[src/rtl/sfp_pkg.sv]
package sfp_pkg;

  // behaviour of the output register when a pop finds the FIFO empty
  typedef enum logic {
    MISS_HOLD = 1'b0,
    MISS_ZERO = 1'b1
  } miss_e;

  // which abnormal event a FIFO reports on its fault output
  typedef enum logic {
    FLT_PUSH_DROP = 1'b0,
    FLT_POP_MISS  = 1'b1
  } fault_e;

  // direction of the threshold comparison
  typedef enum logic {
    REQ_FILLED  = 1'b0,  // level above threshold
    REQ_DRAINED = 1'b1   // level at or below threshold plus one
  } req_e;

endpackage

[src/rtl/sfp_fifo.sv]
module sfp_fifo
  import sfp_pkg::*;
#(
  parameter int unsigned DW    = 32,
  parameter int unsigned DEPTH = 16,
  parameter miss_e       MISS  = MISS_HOLD,
  parameter fault_e      FAULT = FLT_PUSH_DROP,
  localparam int unsigned AW   = (DEPTH > 1) ? $clog2(DEPTH) : 1,
  localparam int unsigned LW   = $clog2(DEPTH + 1)
) (
  input  logic          clk,
  input  logic          rst_n,
  input  logic          push,
  input  logic [DW-1:0] push_data,
  input  logic          pop,
  output logic [DW-1:0] pop_data,
  output logic [LW-1:0] level,
  output logic          full,
  output logic          empty,
  output logic          fault
);

  localparam logic [AW-1:0] LAST_IDX = AW'(DEPTH - 1);
  localparam logic [LW-1:0] FULL_LVL = LW'(DEPTH);

  logic [DW-1:0] mem_q [DEPTH];
  logic [AW-1:0] wr_q, wr_d, rd_q, rd_d;
  logic [LW-1:0] level_q, level_d;
  logic [DW-1:0] data_q, data_d;
  logic [DW-1:0] miss_val;
  logic          push_ok, pop_ok;

  assign full  = (level_q == FULL_LVL);
  assign empty = (level_q == '0);

  // a pop succeeds on any non-empty FIFO; a push also succeeds on a full
  // FIFO when a pop frees a slot on the same edge
  assign pop_ok  = pop && !empty;
  assign push_ok = push && (!full || pop_ok);

  generate
    if (MISS == MISS_ZERO) begin : g_miss_zero
      assign miss_val = '0;
    end else begin : g_miss_hold
      assign miss_val = data_q;
    end
    if (FAULT == FLT_POP_MISS) begin : g_fault_miss
      assign fault = pop && empty;
    end else begin : g_fault_drop
      assign fault = push && !push_ok;
    end
  endgenerate

  always_comb begin
    wr_d    = wr_q;
    rd_d    = rd_q;
    level_d = level_q;
    data_d  = data_q;
    if (push_ok) begin
      wr_d = (wr_q == LAST_IDX) ? '0 : wr_q + 1'b1;
    end
    if (pop_ok) begin
      rd_d   = (rd_q == LAST_IDX) ? '0 : rd_q + 1'b1;
      data_d = mem_q[rd_q];
    end else if (pop) begin
      data_d = miss_val;
    end
    case ({push_ok, pop_ok})
      2'b10:   level_d = level_q + 1'b1;
      2'b01:   level_d = level_q - 1'b1;
      default: level_d = level_q;
    endcase
  end

  always_ff @(posedge clk or negedge rst_n) begin
    if (!rst_n) begin
      wr_q    <= '0;
      rd_q    <= '0;
      level_q <= '0;
      data_q  <= '0;
    end else begin
      wr_q    <= wr_d;
      rd_q    <= rd_d;
      level_q <= level_d;
      data_q  <= data_d;
    end
  end

  // storage carries no reset; written only on an accepted push
  always_ff @(posedge clk) begin
    if (push_ok) begin
      mem_q[wr_q] <= push_data;
    end
  end

  assign pop_data = data_q;
  assign level    = level_q;

  // ---------------- assertions ----------------
  p_level_bound_r2: assert property (@(posedge clk) disable iff (!rst_n)
    level_q <= FULL_LVL);

  p_full_empty_excl_r2: assert property (@(posedge clk) disable iff (!rst_n)
    !(full && empty));

  p_drop_keeps_level_r8: assert property (@(posedge clk) disable iff (!rst_n)
    (push && full && !pop) |=> $stable(level_q));

  p_pushpop_level_r12: assert property (@(posedge clk) disable iff (!rst_n)
    (push && pop && !empty) |=> $stable(level_q));

  generate
    if (MISS == MISS_HOLD) begin : g_chk_hold
      p_empty_read_holds_r7: assert property (@(posedge clk) disable iff (!rst_n)
        (pop && empty) |=> $stable(pop_data));
    end else begin : g_chk_zero
      p_underrun_zero_r9: assert property (@(posedge clk) disable iff (!rst_n)
        (pop && empty) |=> (pop_data == '0));
    end
  endgenerate

endmodule

[src/rtl/sfp_req.sv]
module sfp_req
  import sfp_pkg::*;
#(
  parameter int unsigned LW   = 5,
  parameter int unsigned TW   = 4,
  parameter req_e        MODE = REQ_FILLED
) (
  input  logic [LW-1:0] level,
  input  logic [TW-1:0] thr,
  input  logic          irq_en,
  input  logic          dma_en,
  output logic          irq,
  output logic          dma
);

  localparam int unsigned XW = ((LW > TW) ? LW : TW) + 1;

  logic [XW-1:0] lvl_x, thr_x;
  logic          hit;

  assign lvl_x = XW'(level);
  assign thr_x = XW'(thr);

  generate
    if (MODE == REQ_DRAINED) begin : g_drained
      assign hit = (lvl_x <= thr_x + XW'(1));
    end else begin : g_filled
      assign hit = (lvl_x > thr_x);
    end
  endgenerate

  assign irq = hit && irq_en;
  assign dma = hit && dma_en;

  // ---------------- assertions ----------------
  always_comb begin
    a_dma_indep_r5: assert (!(dma && !dma_en) && !(irq && !irq_en));
  end

endmodule

[src/rtl/sfp_sticky.sv]
module sfp_sticky (
  input  logic clk,
  input  logic rst_n,
  input  logic set,
  input  logic clr,
  output logic q
);

  logic flag_q, flag_d;

  // a new event outranks a clear in the same cycle
  always_comb begin
    flag_d = flag_q;
    if (clr) flag_d = 1'b0;
    if (set) flag_d = 1'b1;
  end

  always_ff @(posedge clk or negedge rst_n) begin
    if (!rst_n) flag_q <= 1'b0;
    else        flag_q <= flag_d;
  end

  assign q = flag_q;

  // ---------------- assertions ----------------
  p_sticky_hold_r10: assert property (@(posedge clk) disable iff (!rst_n)
    (flag_q && !clr) |=> flag_q);

  p_set_wins_r10: assert property (@(posedge clk) disable iff (!rst_n)
    set |=> flag_q);

endmodule

[src/rtl/sfp_pair.sv]
module sfp_pair
  import sfp_pkg::*;
#(
  parameter int unsigned DW    = 32,
  parameter int unsigned DEPTH = 16,
  parameter int unsigned TW    = 4,
  localparam int unsigned LW   = $clog2(DEPTH + 1),
  localparam int unsigned SW   = $clog2(DW)
) (
  input  logic          clk,
  input  logic          rst_n,
  input  logic          dp_wr,
  input  logic [DW-1:0] dp_wdata,
  input  logic          dp_rd,
  output logic [DW-1:0] dp_rdata,
  input  logic [SW-1:0] cfg_dsize,
  input  logic [TW-1:0] cfg_rx_thr,
  input  logic [TW-1:0] cfg_tx_thr,
  input  logic          cfg_rx_irq_en,
  input  logic          cfg_tx_irq_en,
  input  logic          cfg_rx_dma_en,
  input  logic          cfg_tx_dma_en,
  input  logic          ser_rx_push,
  input  logic [DW-1:0] ser_rx_data,
  input  logic          ser_tx_pop,
  output logic [DW-1:0] ser_tx_data,
  output logic [LW-1:0] rx_level,
  output logic [LW-1:0] tx_level,
  output logic          rx_full,
  output logic          rx_empty,
  output logic          tx_full,
  output logic          tx_empty,
  output logic          rx_ovr,
  output logic          tx_udr,
  input  logic          rx_ovr_clr,
  input  logic          tx_udr_clr,
  output logic          rx_irq,
  output logic          tx_irq,
  output logic          rx_dma_req,
  output logic          tx_dma_req
);

  localparam logic [SW-1:0] MIN_DSIZE = SW'(3);

  logic [SW-1:0] dsize_eff;
  logic [DW-1:0] size_mask;
  logic [DW-1:0] tx_wdata;
  logic          rx_drop, tx_miss;

  // right-justified sample: clear every bit above the configured size
  assign dsize_eff = (cfg_dsize < MIN_DSIZE) ? MIN_DSIZE : cfg_dsize;

  always_comb begin
    for (int i = 0; i < DW; i++) begin
      size_mask[i] = (i <= int'(dsize_eff));
    end
  end

  assign tx_wdata = dp_wdata & size_mask;

  // transmit path: data port in, serial side out
  sfp_fifo #(
    .DW(DW), .DEPTH(DEPTH), .MISS(MISS_ZERO), .FAULT(FLT_POP_MISS)
  ) u_tx_fifo (
    .clk(clk), .rst_n(rst_n),
    .push(dp_wr), .push_data(tx_wdata),
    .pop(ser_tx_pop), .pop_data(ser_tx_data),
    .level(tx_level), .full(tx_full), .empty(tx_empty),
    .fault(tx_miss)
  );

  // receive path: serial side in, data port out
  sfp_fifo #(
    .DW(DW), .DEPTH(DEPTH), .MISS(MISS_HOLD), .FAULT(FLT_PUSH_DROP)
  ) u_rx_fifo (
    .clk(clk), .rst_n(rst_n),
    .push(ser_rx_push), .push_data(ser_rx_data),
    .pop(dp_rd), .pop_data(dp_rdata),
    .level(rx_level), .full(rx_full), .empty(rx_empty),
    .fault(rx_drop)
  );

  sfp_req #(.LW(LW), .TW(TW), .MODE(REQ_FILLED)) u_rx_req (
    .level(rx_level), .thr(cfg_rx_thr),
    .irq_en(cfg_rx_irq_en), .dma_en(cfg_rx_dma_en),
    .irq(rx_irq), .dma(rx_dma_req)
  );

  sfp_req #(.LW(LW), .TW(TW), .MODE(REQ_DRAINED)) u_tx_req (
    .level(tx_level), .thr(cfg_tx_thr),
    .irq_en(cfg_tx_irq_en), .dma_en(cfg_tx_dma_en),
    .irq(tx_irq), .dma(tx_dma_req)
  );

  sfp_sticky u_rx_ovr (
    .clk(clk), .rst_n(rst_n), .set(rx_drop), .clr(rx_ovr_clr), .q(rx_ovr)
  );

  sfp_sticky u_tx_udr (
    .clk(clk), .rst_n(rst_n), .set(tx_miss), .clr(tx_udr_clr), .q(tx_udr)
  );

  // ---------------- assertions ----------------
  p_rx_isolated_r1: assert property (@(posedge clk) disable iff (!rst_n)
    (!ser_rx_push && !dp_rd) |=> $stable(rx_level));

  p_tx_isolated_r1: assert property (@(posedge clk) disable iff (!rst_n)
    (!dp_wr && !ser_tx_pop) |=> $stable(tx_level));

  p_ovr_only_full_r8: assert property (@(posedge clk) disable iff (!rst_n)
    (!rx_ovr && !rx_full) |=> !rx_ovr);

endmodule

[config.mk]
export PLATFORM = sky130hd
export DESIGN_NAME = sfp_pair
export DESIGN_NICKNAME = d
export VERILOG_FILES = /design/src/rtl/sfp_pkg.sv /design/src/rtl/sfp_fifo.sv /design/src/rtl/sfp_req.sv /design/src/rtl/sfp_sticky.sv /design/src/rtl/sfp_pair.sv
export SDC_FILE = /design/constraint.sdc
export NUM_CORES = 1
export LEC_CHECK = 0
export ABC_AREA = 1
export CAP_MARGIN = 20
export CORE_ASPECT_RATIO = 1.25
export CORE_MARGIN = 2
export CORE_UTILIZATION = 55
export CTS_CLUSTER_DIAMETER = 150
export DETAILED_ROUTE_END_ITERATION = 8
export PLACE_DENSITY = 0.76
export SLEW_MARGIN = 25
export SYNTH_ARGS = -nofsm -noshare
export SYNTH_HDL_FRONTEND = slang
export SYNTH_SLANG_ARGS = --single-unit
[constraint.sdc]
create_clock -name clk -period 3 [get_ports clk]
set_input_delay 0.6 -clock clk [delete_from_list [all_inputs] [get_ports clk]]
set_output_delay 0.6 -clock clk [all_outputs]
set_load 0.02 [all_outputs]
# Yosys cells after proc, flatten, opt, wreduce, memory -nomap -nowiden
# Memory sizes are Yosys's and may differ from the RTL's. A register that Yosys moved wholly into a read port is not among the register bits.
# Cells that the tools add are included.
# word_totals
ff_bits,60
wordCells,107
memories,2
ramBits,1024
in_bits,89
# op_classes
n_bitwise,1
reduce_logical,25
n_mux,17
order_cmp,34
n_eq_ne,10
n_addsub,9
# mem_list
memory,depth,width,read_ports,rd_ports_with_merged_regs,write_ports,line_no,text
u_rx_fifo.mem_q,16,32,1,1,1,sfp_fifo.sv:26,logic [DW-1:0] mem_q [DEPTH];
u_tx_fifo.mem_q,16,32,1,0,1,sfp_fifo.sv:26,
# ops
cell,n
$le 5x5->1 const A,16
$mux 32,2
$le 4x5->1 const A,8
$and 32x32->32,1
$le 3x5->1 const A,4
$pmux 5 s2,2
$add 4x1->4 const B,4
$eq 4x4->1 const B,4
$mux 4,4
$add 5x1->5 const B,2
$eq 5x5->1 const B,2
$le 2x5->1 const A,2
$logic_and 1x1->1,10
$logic_not 5->1,2
$reduce_bool 2->1,5
$sub 5x1->5 const B,2
$mux 1,8
$le 5x6->1,1
$logic_not 1->1,6
$add 4x1->5 const B,1
$gt 5x4->1,1
$le 1x5->1 const A,1
$lt 5x2->1 const B,1
$mux 5,1
other kinds (3),6

# Logic depth before layout (Yosys ltp)
# Gate-level depths: netlist (run 1).
# depth
word_depth,8
depth_mapped,18
depth_no_buf,17

# Hierarchy
# A second synthesis (run 1) with hierarchy kept.
# unflattened
cells_unflattened,4398
hier_area_um2,47118.9
# modules_own_cells
mod,seq_area_each_um2,instances,cells_per_inst,area_each_um2
sfp_fifo at u_tx_fifo,16500.8,1,2337,23891.7
sfp_fifo at u_rx_fifo,16500.8,1,1896,22355.2
sfp_pair,0.0,1,98,460.4
sfp_req at u_tx_req,0.0,1,30,185.2
sfp_req at u_rx_req,0.0,1,27,146.4
sfp_sticky,25.0,2,5,40.0

# Worst setup path before layout (run 1)
# Ideal clock, no wire load.
# synth_timing
path_type,register to register
start,"reg u_tx_fifo.level_q[1], in the netlist u_tx_fifo.level[1]"
end,mem u_tx_fifo.mem_q[0][0] (enable)
setup_time_ns,0.421
slack_ns,-0.085
stages_incl_launch_ff,8
period_less_slack_ns,3.085
arrival_time_ns,2.664
n_path_buf,1
path_cell_list,dfrtp_1 -> nor2_1 -> nand2_1 -> nor2_1 -> a21boi_0 -> buf_2 -> nand2_1 -> nor2_1
# synth_via
elab_cells_between_ends,9
cone_classes,1 x eq/ne; 2 x mux; 6 x reduce/logical
# synth_rtl
item,line_no,text
"start, declared",sfp_fifo.sv:28,"logic [LW-1:0] level_q, level_d;"
"start signal, assigned",sfp_fifo.sv:84,level_q <= level_d;
$eq 5x5->1,sfp_fifo.sv:33,assign full = (level_q == FULL_LVL);
via tx_full,sfp_pair.sv:31,"output logic tx_full,"
$logic_not 1->1,sfp_fifo.sv:39,assign push_ok = push && (!full || pop_ok);
$logic_or 1x1->1,sfp_fifo.sv:39,
$logic_and 1x1->1,sfp_fifo.sv:39,
$mux 1,sfp_fifo.sv:91,if (push_ok) begin
$mux 1 (not written as such),sfp_fifo.sv:92,mem_q[wr_q] <= push_data;
"end, declared",sfp_fifo.sv:26,
# The timed path passes the listed nets, and every way through them passes these cells.

# Worst setup path in the final report (run 1)
# layout_timing
start,in cfg_rx_thr[1]
end,out rx_dma_req
# layout_via
elab_chain_cells,2
# layout_lines
item,line_no,text
"start, declared",sfp_pair.sv:17,"input logic [TW-1:0] cfg_rx_thr,"
$gt 5x4->1,sfp_req.sv:28,assign hit = (lvl_x > thr_x);
$logic_and 1x1->1,sfp_req.sv:33,assign dma = hit && dma_en;
"end, declared",sfp_pair.sv:39,"output logic rx_dma_req,"
# Every way passes these cells.

==> metrics.txt, run 1 <==
nature of the critical path startpoint=input port; Commonest cells post-synth=nand2_1, edfxtp_1, nand3_1; Wirelength per Cell=20.88 um; ordered list of cells on the worst path=clkdlybuf4s50_1, inv_2, ha_1, a21oi_1, o21ai_0, a21oi_1, buf_4, nor2_1, buf_2; final setup vio count=0; Final #Nets=4390; H-tree levels=3; Port Buffer Count=172; clk_skew=0.02389 ns; CTS buffer count=106; syn_nets=4196; Top delay family on crit path=buffers and inverters; hpwl dp=63250 um; vias in the first global route=30970; clk sinks=1116; MaxCap Viol Count=0; yosys warns=0; total wire length=113700 um; Worst Path Max Fanout=2; First-pass DRT Iterations=6; All-Layer GR Usage=0.2651; Max Slew Vio Count=0; hold crit path type=input port to asynchronous set/reset pin; global-route wire length before repair=175300 um; Buf/Inv on CP=4; grt total ovfl=0; static leakage=20.63 nW; clk buf depth=3; Fillers=5919; Post-DRT Antenna Nets=0; Avg Inst Size Synth=11.26 um2; hold violation total from the final report=0; most area-hungry cell type in the Yosys netlist=edfxtp_1; CP Class=input port to output pin; Setup WS post-layout=0.08010 ns; post-route insts no fill=5448; placed cell area=49780 um2; final instance area=53400 um2; CP max-delay cell=clkdlybuf4s50_1; register area share after synthesis=0.7199; Setup WS pre-CTS=-0.4957 ns; routability cong.=0.8603; Starting Density=0.5543; DIE AREA=85820 um2; synthesized area=45910 um2; Netlist cell types=35; I/O pin total=173; post-synth top area share=0.6697; CP peak stage delay=0.48 ns; Reg area=33070 um2; FMAX=342.5 MHz; unrepaired setup endpoints after global routing=false; post-layout util=0.6447; Slew HR=0.3249; num rows=118; largest net degree at the start of global routing=163; crit share post-route=0.9733; drt first-iter violations=3404; multi-input logic area=11290 um2; share of cells above drive strength 1=0.08106; pwr dens=946.8 nW/um2; Crit path required time=2.40 ns; chip height=327.0 um; peak supply drop=0.7720 mV; die boundary width=262.4 um; Final Critical Period=2.920 ns; Clk Latency, worst-skew pair=0.69 ns; CTS tree=yes; Post-synth ARST share=0.08244; CP endpoint kind=output pin; CORE AREA=82830 um2; Main synth FF type=edfxtp_1; leading post-synthesis cells by cell area=edfxtp_1, nand2_1, nand3_1; Placed Cells=5244; synth-to-layout area growth=16.31%; initial antenna violation count=2; clock transition at the registers of the reported paths=0.06 ns; routed via count=30700; Critical Path Most Common Cell=a21oi_1; Worst EP arrival=2.32 ns; worst slew pin tran=1.009 ns; Synth Register Bits=1116; Residual DRC=0; Setup Buffers After CTS=0; vias per inst=5.634; Power Total=0.05056 W; cell count after synthesis=4079; EDFF count, synth=1024; outcome=complete, no violations; top-count cell post-synth=nand2_1; clk root buf=clkbuf_16
[layout make-up]
type                    count  area share
repair buffers            308     0.06319
diodes                      1  0.00004686
inverters                 185     0.01326
multi-input cells        2556      0.2114
clock inverters            77     0.01551
well taps                1080     0.02530
clock buffers             125     0.05215
flip-flops and latches   1116      0.6192
[per-layer routing]
| layer | vias up | track usage | wire [um] |
|---|---|---|---|
| met5 | - | 0 | 13 |
| met4 | 2 | 0.1121 | 4033 |
| met3 | 251 | 0.03909 | 8877 |
| met2 | 1427 | 0.4797 | 59530 |
| met1 | 14760 | 0.3178 | 41270 |
| li1 | 14250 | - | - |
[cell families (layout without fill, tap and decap cells)]
| logic type | Yosys count | after routing | share of synthesized area |
|---|---|---|---|
| buffers and inverters | 407 | 695 | 0.03965 |
| other | 0 | 1 | 0 |
| adder cells (fa/ha/maj) | 28 | 28 | 0.007794 |
| flip-flops | 1116 | 1116 | 0.7199 |
| AND/OR/NAND/NOR | 2337 | 2337 | 0.2080 |
| AO/OA/AOI/OAI | 177 | 177 | 0.02205 |
| XOR/XNOR | 14 | 14 | 0.002670 |
[path summary, 6_finish.rpt]
kind	from	end	slack [ns]	cells after the start
worst max-delay path	cfg_rx_thr[1]	rx_dma_req	0.08	9
worst min-delay path	rst_n	u_tx_fifo.pop_data[1]	0.37	2
worst max register to register	u_rx_fifo.level[1]	u_rx_fifo.level[4]	0.50	16
worst min register to register	u_tx_fifo.pop_data[13]	u_tx_fifo.pop_data[13]	0.48	2
max in group asynchronous	rst_n	u_rx_fifo.rd_q[1]	1.82	3
min in group clk	u_tx_fifo.pop_data[13]	u_tx_fifo.pop_data[13]	0.48	2
[sequential cells by signal, summed over array words and instances (netlist names)]
name and cells:
u_tx_fifo.wr_q 4, u_rx_fifo.wr_q 4, u_tx_fifo.mem_q 512, u_rx_fifo.rd_q 4, u_rx_fifo.mem_q 512, u_rx_fifo.pop_data 32
u_tx_udr.q 1, u_rx_fifo.level 5, u_tx_fifo.rd_q 4, u_tx_fifo.level 5, u_tx_fifo.pop_data 32, u_rx_ovr.q 1
[worst register-to-register path, cell delays in order, from the launching register on]
cell	delay, ns
dfrtp_1	0.45
nor2_1	0.18
nand3_1	0.12
nor3_1	0.17
buf_4	0.15
nor2_1	0.05
inv_1	0.14
ha_1	0.20
inv_1	0.05
fa_1	0.38
inv_1	0.06
nand2_1	0.06
nand2_1	0.06
a21oi_1	0.08
xor2_1	0.15
nand2_1	0.06
nand2_1	0.04
[power breakdown]
| group | internal, W | leakage, nW | switching [W] |
|---|---|---|---|
| Combinational | 0.00543 | 8.43 | 0.0116 |
| Sequential | 0.0188 | 10.4 | 0.00100 |
| Clock | 0.00790 | 1.76 | 0.00585 |
| Total | 0.0321 | 20.6 | 0.0184 |
[cells in the final DEF (no fill, tap or decap), types with 10 or more instances in the layout]
cell,count
ha_1,27
buf_12,51
inv_1,175
buf_4,86
clkdlybuf4s50_1,165
clkbuf_16,107
nor2_1,176
xor2_1,10
clkinv_2,24
clkinv_1,24
nor2_4,33
o21ai_0,112
nand2_1,1530
nand3_1,583
o211ai_1,34
dfrtp_1,87
clkbuf_1,14
edfxtp_1,1024
bufinv_16,14
a21oi_1,14
[per-stage QoR]
stage          TNS, ns  hold slack, ns
2_1_floorplan   -32.67          0.3044
3_3_place_gp    -1.622          0.4619
3_5_place_dp    -1.672          0.4637
4_1_cts              0          0.3454
5_1_grt              0          0.3812
6_report             0          0.3685
[what timing repair did]
item / CTS / global route
gates resized for setup: 21 / 6
endpoints found under the hold margin: 11 / 0
hold buffers: 1 / 0
pin swaps: 1 / 1
endpoints found under the setup margin: 4 / 2
Note: power is estimated with default switching activity, not from simulation.
==> run 2: changes to the inputs <==
==> constraint.sdc (replaced) <==
create_clock -name clk -period 3 [get_ports clk]
set_input_delay 0.6 -clock clk [delete_from_list [all_inputs] [get_ports clk]]
set_output_delay 0.6 -clock clk [all_outputs]
set_load 0.1 [all_outputs]
==> metrics.txt, run 2 (synthesis results as in run 1) <==
Slew HR=0.2869 (was 0.3249); routed via count=30240 (was 30700); clock transition at the registers of the reported paths=0.07 ns (was 0.06 ns); vias in the first global route=29810 (was 30970); Worst EP arrival=2.25 ns (was 2.32 ns); placed cell area=49670 um2 (was 49780 um2); Reg2Reg Depth=16 (unchanged); vias per inst=5.558 (was 5.634); Max Slew Vio Count=0 (unchanged); clk root buf=clkbuf_16 (unchanged); MaxCap Viol Count=0 (unchanged); outcome=complete, no violations (unchanged); CTS buffer count=101 (was 106); All-Layer GR Usage=0.2538 (was 0.2651); CP Class=register to output pin (was input port to output pin); Clk Latency, worst-skew pair=0.67 ns (was 0.69 ns); unrepaired setup endpoints after global routing=false (unchanged); clk sinks=1116 (unchanged); Residual DRC=0 (unchanged); DIE AREA=85820 um2 (unchanged); static leakage=20.61 nW (was 20.63 nW); diodes inserted=0 (was 1); hpwl dp=63390 um (was 63250 um); hold violation total from the final report=0 (unchanged); CTS tree=yes (unchanged); share of cells above drive strength 1=0.1036 (was 0.08106); largest net degree at the start of global routing=189 (was 163); Fillers=6009 (was 5919); Largest regs=u_rx_fifo.mem_q: 512 flops, u_tx_fifo.mem_q: 512 flops (unchanged); Final #Nets=4391 (was 4390); H-tree levels=3 (unchanged); First-pass DRT Iterations=6 (unchanged); I/O pin total=173 (unchanged); Post-DRT Antenna Nets=0 (unchanged); drt first-iter violations=3026 (was 3404); clk_skew=0.01794 ns (was 0.02389 ns); crit share post-route=0.9490 (was 0.9733); Worst Path Max Fanout=6 (was 2); clk buf depth=3 (unchanged); post-route insts no fill=5441 (was 5448); commonest cells after routing, fill and taps aside=nand2_1, edfxtp_1, nand3_1, inv_1, buf_4 (was nand2_1, edfxtp_1, nand3_1, nor2_1, inv_1); worst slew pin tran=1.068 ns (was 1.009 ns); peak supply drop=0.8912 mV (was 0.7720 mV); total wire length=109000 um (was 113700 um); Placed Cells=5249 (was 5244); Port Buffer Count=172 (unchanged); hold crit path type=input port to asynchronous set/reset pin (unchanged); Starting Density=0.5543 (unchanged); die boundary width=262.4 um (unchanged); Final Critical Period=2.847 ns (was 2.920 ns); final setup TNS=0 ns (unchanged); CORE AREA=82830 um2 (unchanged); final instance area=53030 um2 (was 53400 um2); final setup vio count=0 (unchanged); routability cong.=0.8418 (was 0.8603); Wirelength per Cell=20.04 um (was 20.88 um); num rows=118 (unchanged); Crit path required time=2.40 ns (about the same); FMAX=351.3 MHz (was 342.5 MHz); CP endpoint kind=output pin (unchanged); global-route wire length before repair=167700 um (was 175300 um); post-layout util=0.6402 (was 0.6447); grt total ovfl=0 (unchanged); worst hold margin=0.4678 ns (was 0.3685 ns); initial antenna violation count=1 (was 2); commonest non-fill, non-tap cell in the layout=nand2_1 (unchanged); synth-to-layout area growth=15.50% (was 16.31%); pwr dens=990.8 nW/um2 (was 946.8 nW/um2); nature of the critical path startpoint=register (was input port); chip height=327.0 um (unchanged)
## run 2: cell types whose count changed in the layout (fill, tap and decap cells not counted), sizes merged, moves of 2 or more
cell / change
inv: +2
bufinv: -8
clkdlybuf4s50: -82
buf: +86
clkinvlp: -2
clkbuf: +4
dlygate4sd2: +3
clkinv: -8
## run 2: final timing paths
check	start	to	slack [ns]
max	u_tx_fifo.level[2]	tx_dma_req	0.15
min	rst_n	u_tx_fifo.pop_data[26]	0.47
max reg2reg	u_rx_fifo.level[0]	u_rx_fifo.level[4]	0.49
min reg2reg	u_tx_fifo.pop_data[31]	u_tx_fifo.pop_data[31]	0.48
max in group asynchronous	rst_n	u_tx_fifo.level[1]	1.78
min in group clk	u_tx_fifo.pop_data[31]	u_tx_fifo.pop_data[31]	0.48
## run 2: stage by stage
step	worst slack [ns]	total power, W
3_3_place_gp	-0.1681	0.03963
2_1_floorplan	-0.5080	0.03414
4_1_cts	0.01106	0.05274
5_1_grt	0.04808	0.05524
3_5_place_dp	-0.2521	0.04000
6_report	0.1531	0.05254
## run 2: critical path: stages (launching register included)
cell	delay [ns]
dfrtp_4	0.52
ha_1	0.31
nand3_2	0.08
nand3b_1	0.24
a21boi_2	0.24
buf_12	0.20
## run 2: metal layers
metal,share of wire,GRT usage,up-vias
met2,0.53,0.4603,1240
met3,0.069,0.03465,245
met5,0.00011,0,-
li1,-,-,14260
met1,0.37,0.3021,14500
met4,0.039,0.1143,2
## run 2: final cells by class
cell class / instances / area [um2] / share of cell area
well taps: 1080 / 1351 / 0.02548
inverters: 185 / 708.2 / 0.01335
clock inverters: 61 / 494.2 / 0.009320
multi-input cells: 2556 / 11390 / 0.2148
clock buffers: 129 / 2799 / 0.05278
flip-flops and latches: 1116 / 33080 / 0.6239
repair buffers: 314 / 3202 / 0.06038
## run 2: timing repair
action / CTS / global route
setup buffers: 0 / 1
resized for setup: 9 / 4
hold buffers: 1 / 0
endpoints found under the setup margin: 2 / 4
hold endpoints to repair: 29 / 0
pin swaps: 5 / 5
## run 2: power breakdown
part           switching, W  internal [W]
combinational        0.0149       0.00529
clock               0.00554       0.00714
sequential         0.000802        0.0188
